===== config.mk =====
export PLATFORM = sky130hd
export DESIGN_NAME = cordic_engine
export DESIGN_NICKNAME = d
export VERILOG_FILES = /design/src/rtl/cordic_pkg.sv /design/src/rtl/cordic_angle_rom.sv /design/src/rtl/cordic_step.sv /design/src/rtl/cordic_ctrl.sv /design/src/rtl/cordic_engine.sv
export SDC_FILE = /design/constraint.sdc
export NUM_CORES = 1
export LEC_CHECK = 0
export BUFFER_PORTS_ARGS = -buffer_cell sky130_fd_sc_hd__buf_2
export CORE_AREA = 5 5 208 210
export DETAILED_ROUTE_END_ITERATION = 8
export DIE_AREA = 0 0 213 215
export REMOVE_ABC_BUFFERS = 1
export SLEW_MARGIN = 20
export SYNTH_ARGS = -nofsm -noshare
export SYNTH_HDL_FRONTEND = slang
export SYNTH_SLANG_ARGS = --single-unit
export TNS_END_PERCENT = 20

===== constraint.sdc =====
create_clock -name clk -period 9.4 [get_ports clk]
set_clock_uncertainty 0.2 [all_clocks]
set_input_delay 0.47 -clock clk [delete_from_list [all_inputs] [get_ports clk]]
set_output_delay 0.47 -clock clk [all_outputs]
set_load 0.1 [all_outputs]

===== src/rtl/cordic_pkg.sv =====
package cordic_pkg;

  typedef enum logic [1:0] {
    CO_CIRC = 2'd0,
    CO_LIN  = 2'd1,
    CO_HYP  = 2'd2,
    CO_LIN2 = 2'd3
  } coord_e;

  // first repeated hyperbolic step; later ones follow k' = 3k + 1
  localparam int HYP_FIRST_REPEAT = 4;

endpackage


===== src/rtl/cordic_angle_rom.sv =====
module cordic_angle_rom #(
  parameter int DW   = 32,
  parameter int FRAC = 30,
  parameter int ITER = 32,
  parameter int KW   = $clog2(ITER + 1)
) (
  input  logic [1:0]           coord,
  input  logic [KW-1:0]        k,
  output logic signed [DW-1:0] angle
);
  import cordic_pkg::*;

  localparam int  NT    = 2 ** KW;
  localparam real SCALE = 2.0 ** FRAC;

  logic signed [DW-1:0] tab_circ [NT];
  logic signed [DW-1:0] tab_lin  [NT];
  logic signed [DW-1:0] tab_hyp  [NT];

  for (genvar i = 0; i < NT; i++) begin : g_tab
    if (i < ITER) begin : g_live
      localparam real    ARG_H = 2.0 ** (-((i == 0) ? 1 : i));
      localparam longint VC    = longint'($atan(2.0 ** (-i)) * SCALE);
      localparam longint VL    = longint'((2.0 ** (-i)) * SCALE);
      localparam longint VH    = (i == 0) ? 64'sd0 : longint'($atanh(ARG_H) * SCALE);
      assign tab_circ[i] = DW'(VC);
      assign tab_lin[i]  = DW'(VL);
      assign tab_hyp[i]  = DW'(VH);
    end else begin : g_pad
      assign tab_circ[i] = '0;
      assign tab_lin[i]  = '0;
      assign tab_hyp[i]  = '0;
    end
  end

  always_comb begin
    unique case (coord_e'(coord))
      CO_CIRC: angle = tab_circ[k];
      CO_HYP:  angle = tab_hyp[k];
      default: angle = tab_lin[k];
    endcase
  end

endmodule


===== src/rtl/cordic_step.sv =====
module cordic_step #(
  parameter int DW = 32,
  parameter int KW = 6
) (
  input  logic [1:0]           coord,
  input  logic                 vect,
  input  logic [KW-1:0]        k,
  input  logic signed [DW-1:0] x,
  input  logic signed [DW-1:0] y,
  input  logic signed [DW-1:0] z,
  input  logic signed [DW-1:0] angle,
  output logic signed [DW-1:0] nx,
  output logic signed [DW-1:0] ny,
  output logic signed [DW-1:0] nz
);
  import cordic_pkg::*;

  logic                 pos;      // step direction is +1
  logic signed [DW-1:0] xs, ys;

  always_comb begin
    pos = vect ? y[DW-1] : ~z[DW-1];
    xs  = x >>> k;
    ys  = y >>> k;
    ny  = pos ? (y + xs) : (y - xs);
    nz  = pos ? (z - angle) : (z + angle);
    unique case (coord_e'(coord))
      CO_CIRC: nx = pos ? (x - ys) : (x + ys);
      CO_HYP:  nx = pos ? (x + ys) : (x - ys);
      default: nx = x;
    endcase
  end

endmodule


===== src/rtl/cordic_ctrl.sv =====
module cordic_ctrl #(
  parameter int ITER = 32,
  parameter int KW   = $clog2(ITER + 1)
) (
  input  logic          clk,
  input  logic          rst_n,
  input  logic          accept,
  input  logic          accept_hyp,
  input  logic          run_hyp,
  output logic          busy,
  output logic          done,
  output logic [KW-1:0] k
);
  import cordic_pkg::*;

  localparam int RW = KW + 2;

  logic [RW-1:0] rep_at;
  logic          rep_taken;
  logic          repeat_now;
  logic          last_step;

  assign repeat_now = run_hyp && !rep_taken && (RW'(k) == rep_at);
  assign last_step  = (k == KW'(ITER - 1)) && !repeat_now;

  always_ff @(posedge clk or negedge rst_n) begin
    if (!rst_n) begin
      busy      <= 1'b0;
      done      <= 1'b0;
      k         <= '0;
      rep_at    <= RW'(HYP_FIRST_REPEAT);
      rep_taken <= 1'b0;
    end else if (accept) begin
      busy      <= 1'b1;
      done      <= 1'b0;
      k         <= accept_hyp ? KW'(1) : '0;
      rep_at    <= RW'(HYP_FIRST_REPEAT);
      rep_taken <= 1'b0;
    end else if (busy) begin
      if (repeat_now) begin
        rep_taken <= 1'b1;
        rep_at    <= rep_at + (rep_at << 1) + RW'(1);
      end else begin
        rep_taken <= 1'b0;
        k         <= k + KW'(1);
        if (last_step) begin
          busy <= 1'b0;
          done <= 1'b1;
        end
      end
    end
  end

endmodule


===== src/rtl/cordic_engine.sv =====
module cordic_engine #(
  parameter int DW   = 32,
  parameter int FRAC = 30,
  parameter int ITER = 32
) (
  input  logic          clk,
  input  logic          rst_n,
  input  logic          in_valid,
  output logic          in_ready,
  input  logic [1:0]    in_coord,
  input  logic          in_vect,
  input  logic [DW-1:0] in_x,
  input  logic [DW-1:0] in_y,
  input  logic [DW-1:0] in_z,
  output logic          done,
  output logic [DW-1:0] out_x,
  output logic [DW-1:0] out_y,
  output logic [DW-1:0] out_z
);
  import cordic_pkg::*;

  localparam int KW = $clog2(ITER + 1);

  logic                 accept;
  logic                 busy;
  logic [KW-1:0]        k;
  logic [1:0]           coord_q;
  logic                 vect_q;
  logic signed [DW-1:0] x_q, y_q, z_q;
  logic signed [DW-1:0] x_n, y_n, z_n;
  logic signed [DW-1:0] angle;

  assign in_ready = !busy;
  assign accept   = in_valid && in_ready;

  cordic_ctrl #(.ITER(ITER), .KW(KW)) u_ctrl (
    .clk        (clk),
    .rst_n      (rst_n),
    .accept     (accept),
    .accept_hyp (in_coord == CO_HYP),
    .run_hyp    (coord_q == CO_HYP),
    .busy       (busy),
    .done       (done),
    .k          (k)
  );

  cordic_angle_rom #(.DW(DW), .FRAC(FRAC), .ITER(ITER), .KW(KW)) u_rom (
    .coord (coord_q),
    .k     (k),
    .angle (angle)
  );

  cordic_step #(.DW(DW), .KW(KW)) u_step (
    .coord (coord_q),
    .vect  (vect_q),
    .k     (k),
    .x     (x_q),
    .y     (y_q),
    .z     (z_q),
    .angle (angle),
    .nx    (x_n),
    .ny    (y_n),
    .nz    (z_n)
  );

  always_ff @(posedge clk or negedge rst_n) begin
    if (!rst_n) begin
      coord_q <= CO_CIRC;
      vect_q  <= 1'b0;
      x_q     <= '0;
      y_q     <= '0;
      z_q     <= '0;
    end else if (accept) begin
      coord_q <= in_coord;
      vect_q  <= in_vect;
      x_q     <= in_x;
      y_q     <= in_y;
      z_q     <= in_z;
    end else if (busy) begin
      x_q <= x_n;
      y_q <= y_n;
      z_q <= z_n;
    end
  end

  assign out_x = x_q;
  assign out_y = y_q;
  assign out_z = z_q;

endmodule


== Yosys cells after proc, flatten, opt, wreduce, memory -nomap -nowiden ==
Memory sizes are Yosys's and may differ from the RTL's.
Index checks and enable logic that the tools add are counted.
Widths: inputs -> output; s select.
Word-level totals
  flip-flop bits (word level): 116
  ROM bits: 6144
  input bits: 102
  output and inout port bits: 98
  word-level logic and storage cells: 85
  memories: 3
Operators by class
  $add $sub $neg: 9
  $lt $le $gt $ge: 1
  equality and inequality tests: 5
  shift operators: 2
  muxes and demuxes: 37
  bitwise gates (word level): 2
  reductions and logical operators: 16
Memories
  (name not given): depth 64, bits a word 32, rd ports 1, clocked after memory_dff 0, wr ports 0, line cordic_angle_rom.sv:38  | CO_CIRC: angle = tab_circ[k];
  (name not given): depth 64, bits a word 32, rd ports 1, clocked after memory_dff 0, wr ports 0, line cordic_angle_rom.sv:39  | CO_HYP: angle = tab_hyp[k];
  (name not given): depth 64, bits a word 32, rd ports 1, clocked after memory_dff 0, wr ports 0, line cordic_angle_rom.sv:40  | default: angle = tab_lin[k];
Operator list (count)
  $mux 32: 16
  $pmux 32 s2: 2
  $add 32x32->32: 3
  $sub 32x32->32: 3
  $sshr 32x6->32: 2
  $mux 8: 3
  $mux 6: 3
  $mux 1: 13
  $add 8x1->8 const B: 1
  $add 8x8->8: 1
  $eq 6x8->1: 1
  $ge 7x7->1 const B: 1
  $not 6->7: 1
  $add 6x1->6 const B: 1
  $eq 6x5->1 const B: 1
  $reduce_and 2->1: 3
  $reduce_bool 2->1: 3
  $eq 2x2->1 const B: 2
  $logic_and 1x1->1: 4
  $logic_not 1->1: 3
  $reduce_and 3->1: 1
  $reduce_bool 3->1: 1
  $logic_not 2->1: 1
  $ne 2x2->1 const B: 1
  $not 1->1: 1

== Longest topological paths before layout ==
  depth in word-level cells: 9
  mapped depth: 30
  gate-level depth less buffers: 25

== By module ==
From an unflattened synthesis, not the netlist that was laid out.
Second synthesis, totals
  cells, all modules: 2569
  area total of the unflattened synthesis: 19836.5 um^2
Modules (own cells, without submodules)
  cordic_step: instances 1, cells an instance 1766, area an instance 12554.5 um^2, sequential area each 0.0 um^2
  cordic_engine: instances 1, cells an instance 426, area an instance 4591.9 um^2, sequential area each 2477.4 um^2
  cordic_angle_rom: instances 1, cells an instance 231, area an instance 1371.3 um^2, sequential area each 0.0 um^2
  cordic_ctrl: instances 1, cells an instance 146, area an instance 1318.8 um^2, sequential area each 426.7 um^2

== Worst setup path after synthesis ==
Ideal clock, no wire load.
  path kind: register to register
  start: register u_ctrl.k[0]
  end: register z_q[31] (netlist: out_z[31])
  library setup time: 99 ps
  data arrival time: 6489 ps
  required time: 9101 ps
  slack: 2611 ps
  cell stages (with the launch flop): 28
  path buffers: 6
  clock period less this slack: 6789 ps
  cells stage by stage: dfrtp_1 buf_2 buf_2 buf_4 buf_2 buf_4 inv_1 ha_1 clkbuf_1 mux2_4 a32oi_1 a2bb2oi_2 nand2_1 or3b_4 or4b_4 or2_1 o21ai_0 xor2_1 ha_1 a211o_1 a2111oi_0 nand2_1 a221o_1 a211oi_1 o21bai_1 a21oi_1 xor2_1 a311oi_1
Between the ends
  cells in the longest elaborated chain, start to end: 9
  elaborated cells on any way between the ends: 16
  classes of those cells: add/sub (2); mux (10); bitwise (1); memory (3)
Ends and longest elaborated chain
  start: declaration: line cordic_ctrl.sv:12  | output logic [KW-1:0] k
  start signal: assignment: line cordic_ctrl.sv:36  | k <= accept_hyp ? KW'(1) : '0;
  start signal: assignment: line cordic_ctrl.sv:45  | k <= k + KW'(1);
  $not 6->7 (implied by the code) (*): line cordic_angle_rom.sv:38, cordic_angle_rom.sv:39, cordic_angle_rom.sv:40
  $mem_v2 64x32, on equally long branches
  $mux 32, on equally long branches (2 in series): line cordic_angle_rom.sv:40, cordic_angle_rom.sv:38, cordic_angle_rom.sv:39
  $pmux 32 s2 (*): line cordic_angle_rom.sv:37  | unique case (coord_e'(coord))
  $add 32x32->32 / $sub 32x32->32 (equally long branches): line cordic_step.sv:26  | nz = pos ? (z - angle) : (z + angle);
  $mux 32 (*): line cordic_step.sv:26
  $mux 32 (*): line cordic_engine.sv:79  | end else if (busy) begin
  $mux 32 (*): line cordic_engine.sv:73  | end else if (accept) begin
  end signal: assignment: line cordic_engine.sv:78  | z_q <= in_z;
  end signal: assignment: line cordic_engine.sv:82  | z_q <= z_n;
  end: declaration: line cordic_engine.sv:29  | logic signed [DW-1:0] x_q, y_q, z_q;
Mark *: on every way between the ends. The rest lies on a longest branch, timed or not. The select of a mux whose other input is x is not followed.
A chain may end at the register's enable or synchronous reset.

== Worst setup path in the final report ==
  start: register u_ctrl.k[0]
  end: register y_q[31] (netlist: out_y[31])
Between the ends
  cells in the longest elaborated chain, start to end: 5
  elaborated cells on any way between the ends: 6
  classes of those cells: add/sub (2); shift (1); mux (3)
Ends and longest elaborated chain
  $sshr 32x6->32 (*): line cordic_step.sv:23  | xs = x >>> k;
  $sub 32x32->32 / $add 32x32->32 (equally long branches): line cordic_step.sv:25  | ny = pos ? (y + xs) : (y - xs);
  $mux 32 (*): line cordic_step.sv:25
  $mux 32 (*): line cordic_engine.sv:79
  $mux 32 (*): line cordic_engine.sv:73
  end signal: assignment: line cordic_engine.sv:77  | y_q <= in_y;
  end signal: assignment: line cordic_engine.sv:81  | y_q <= y_n;
  end: declaration: line cordic_engine.sv:29
Marked as above.

==> metrics.md <==
| Metric | Value |
|---|---|
| Core region area | `around 41000 sq um` |
| Critical Path End Type | `register` |
| Pre-CTS setup slack | `between 2 and 2.5 ns` |
| Largest net degree at the start of global routing | `94` |
| Async SR Flop Fraction | `100%` |
| Count leader, synth | `nand2_1` |
| Worst slew margin | `between 30% and 40%` |
| # diodes | `0` |
| CP startpoint | `u_ctrl.k[0]` |
| Number of synthesized flops with an enable pin | `0` |
| First-pass GRT wire length | `103000 um` |
| CP Max Fanout | `64` |
| Final Cycle Share | `roughly 78%` |
| Root Buffer | `clkbuf_16` |
| WL per Instance | `between 20 and 25 um` |
| Outcome | `finished, final reports clean` |
| Upper clock frequency limit | `about 0.14 GHz` |
| H-tree levels | `4` |
| Std-Cell Rows | `between 70 and 80` |
| Yosys warnings | `0` |
| Initial antenna violation count | `0` |
| CP Class | `register to register` |
| Area of the multi-input gates | `14300 sq um` |
| Clk pin slew, worst setup/hold paths | `0.06 ns` |
| Via count | `between 15000 and 20000` |
| Register area | `around 2900 sq um` |
| Layout area overhead | `11.4%` |
| Largest area contributor in the synthesized netlist | `dfrtp_1` |
| GRT Overall Usage | `28.0%` |
| Residual DRC | `0` |
| Worst path arrival time | `approximately 7.6 ns` |
| Count of pins over their slew limit | `0` |
| Vias in the first global route | `between 15000 and 20000` |
| CTS tree | `done` |
| Initial Util | `between 40% and 50%` |
| Most frequent cells after synthesis | `nand2_1, o21ai_0, a21oi_1` |
| Global placement routability congestion | `approximately 0.96` |
| Max-cap violations | `0` |
| Final setup margin | `roughly 2.0 ns` |
| RSZ-0062 raised after global routing | `false` |
| Setup violations, final | `0` |
| Hold Violations, Final | `0` |
| Num Clock Sinks | `between 100 and 150` |
| Required time of the worst setup path | `9.58 ns` |
| Die ar. | `~46000 sq um` |
| Die Y | `approximately 220 um` |
| Drt pass-1 iters | `6` |
| Register bit total from synthesis | `between 100 and 150` |
| Post-route ant nets | `0` |
| Library cells used by synthesis | `slightly below 90` |
| GR Overflow Total | `0` |
| I/O pin count | `200` |
| Worst skew pair latency | `about 0.46 ns` |
| Min-Delay Path Class | `input port to register` |
| Longest Clk Path Bufs | `2` |
| Via density | `6.21` |
| Final WL | `65400 um` |
| Layout cells sized above 1 | `15.6%` |
| Synthesized area | `approximately 18000 sq um` |
| Post-synth top area share | `15.8%` |
| Avg Inst Size Synth | `between 7 and 8 sq um` |
| Cells after synthesis | `2403` |
| DRT iter0 DRCs | `around 2200` |
| Type of origin of the critical path | `register` |
| Setup_tns | `0 ns` |
| DPL Wire Length | `49200 um` |
| Top post-synthesis cells by area | `dfrtp_1, ha_1, mux4_2, o21ai_0, nand2_1` |
| Fill cell count | `between 4000 and 5000` |
| Post-synth top flop | `dfrtp_1` |
| Post-route minimum period | `7.37 ns` |
| Worst Max-Slew Pin Slew | `~1.0 ns` |
| Die width | `roughly 210 um` |
| RR Startpoint | `u_ctrl.k[0]` |
| Port Buf Inserts | `between 150 and 200` |
| Num CTS Buffers | `17` |
| Sequential fraction of the synthesis area | `between 10% and 20%` |
| Nets | `2757` |
| Hold Crit Start | `in_x[28]` |
per-layer routing:
layer / part of all wire [%] / wire length (um) / global-route usage (%) / vias to the layer above
met5: 0 / 0 / 0 / -
met4: 2.3 / 1510 / 8.13 / 0
met3: 7.6 / 5010 / 4.68 / 100
met2: 45 / 29300 / 43.4 / 791
met1: 45 / 29700 / 40.0 / 9073
li1: - / - / - / 9034
cells by family after synthesis:
| kind of cell | Yosys count | synth area share, % |
|---|---|---|
| AO/OA/AOI/OAI | 803 | 27.9 |
| XOR/XNOR | 153 | 7.36 |
| adder cells (fa/ha/maj) | 150 | 10.5 |
| buffers and inverters | 257 | 5.66 |
| flip-flops | 116 | 15.9 |
| multiplexers | 171 | 13.2 |
| AND/OR/NAND/NOR | 753 | 19.4 |
cells in the final DEF (no fill, tap or decap), types with 35 or more instances in the layout:
cell	count
nand3_1	55
nor3_1	41
xor2_1	67
mux4_2	52
a21o_1	45
o21ai_0	222
buf_4	35
nand2b_1	37
inv_1	93
nor2_1	189
ha_1	145
nand2_1	271
a21oi_1	202
a211oi_1	45
xnor2_1	84
dfrtp_1	110
buf_2	197
a31oi_1	37
mux2i_1	89
flip-flops by register name (all words and copies together), names as in the netlist, 2 cells and up:
| register | count |
|---|---|
| out_x | 32 |
| out_y | 32 |
| out_z | 32 |
| u_ctrl.rep_at | 8 |
| u_ctrl.k | 6 |
| coord_q | 2 |
worst max-delay path, cell delays in order (launching register included):
cell	delay, ns
dfrtp_4	1.00
buf_4	0.48
mux4_2	0.56
mux2_2	0.29
a311oi_1	0.29
o32ai_1	0.18
or2_1	0.29
or4b_1	0.64
or2_2	0.34
o21ai_0	0.20
xnor2_1	0.10
ha_1	0.42
and4_1	0.28
nand2_1	0.07
o31ai_1	0.59
a221oi_1	0.29
a31oi_1	0.30
a31oi_1	0.16
o21ai_0	0.23
xnor2_1	0.14
nand2_1	0.06
o21ai_1	0.10
area by class of cell:
type	count	share of cell area [%]
Multi-Input combinational cell	2030	70.7
Clock buffer	22	2.34
Clock inverter	10	0.759
Timing Repair Buffer	244	6.75
Inverter	96	1.78
Tap cell	539	3.33
Sequential cell	116	14.4
repair_timing:
| action | CTS | global route |
|---|---|---|
| gates resized for setup | 0 | 0 |
| hold endpoints to repair | 16 | 0 |
| hold buffers | 12 | 0 |
| buffers inserted | 0 | 0 |
final timing paths:
check                                   end  slack (ns)  depth (start not counted)
max                               out_y[31]        2.03                         21
min                               out_x[28]        0.03                          2
max reg2reg                       out_y[31]        2.03                         21
min reg2reg                u_ctrl.rep_taken        0.27                          2
max in group asynchronous       u_ctrl.k[1]        7.74                          3
min in group asynchronous         out_y[13]        0.16                          2
metrics by stage:
step / utilization [%] / std cells / hold WS [ns] / area (sq um)
2_1_floorplan: - / 2242 / -0.0256 / 17500
3_3_place_gp: 47.2 / 3013 / 0.0832 / 19500
3_5_place_dp: 47.2 / 3013 / 0.0848 / 19500
4_1_cts: 49.0 / 3057 / 0.00171 / 20300
5_1_grt: 49.0 / 3057 / 0.0361 / 20300
6_report: 49.0 / 3057 / 0.0340 / 20300
Power is left out: the tool's default activity adds up to more than one toggle a clock period on the data nets, which glitch-free logic cannot reach.
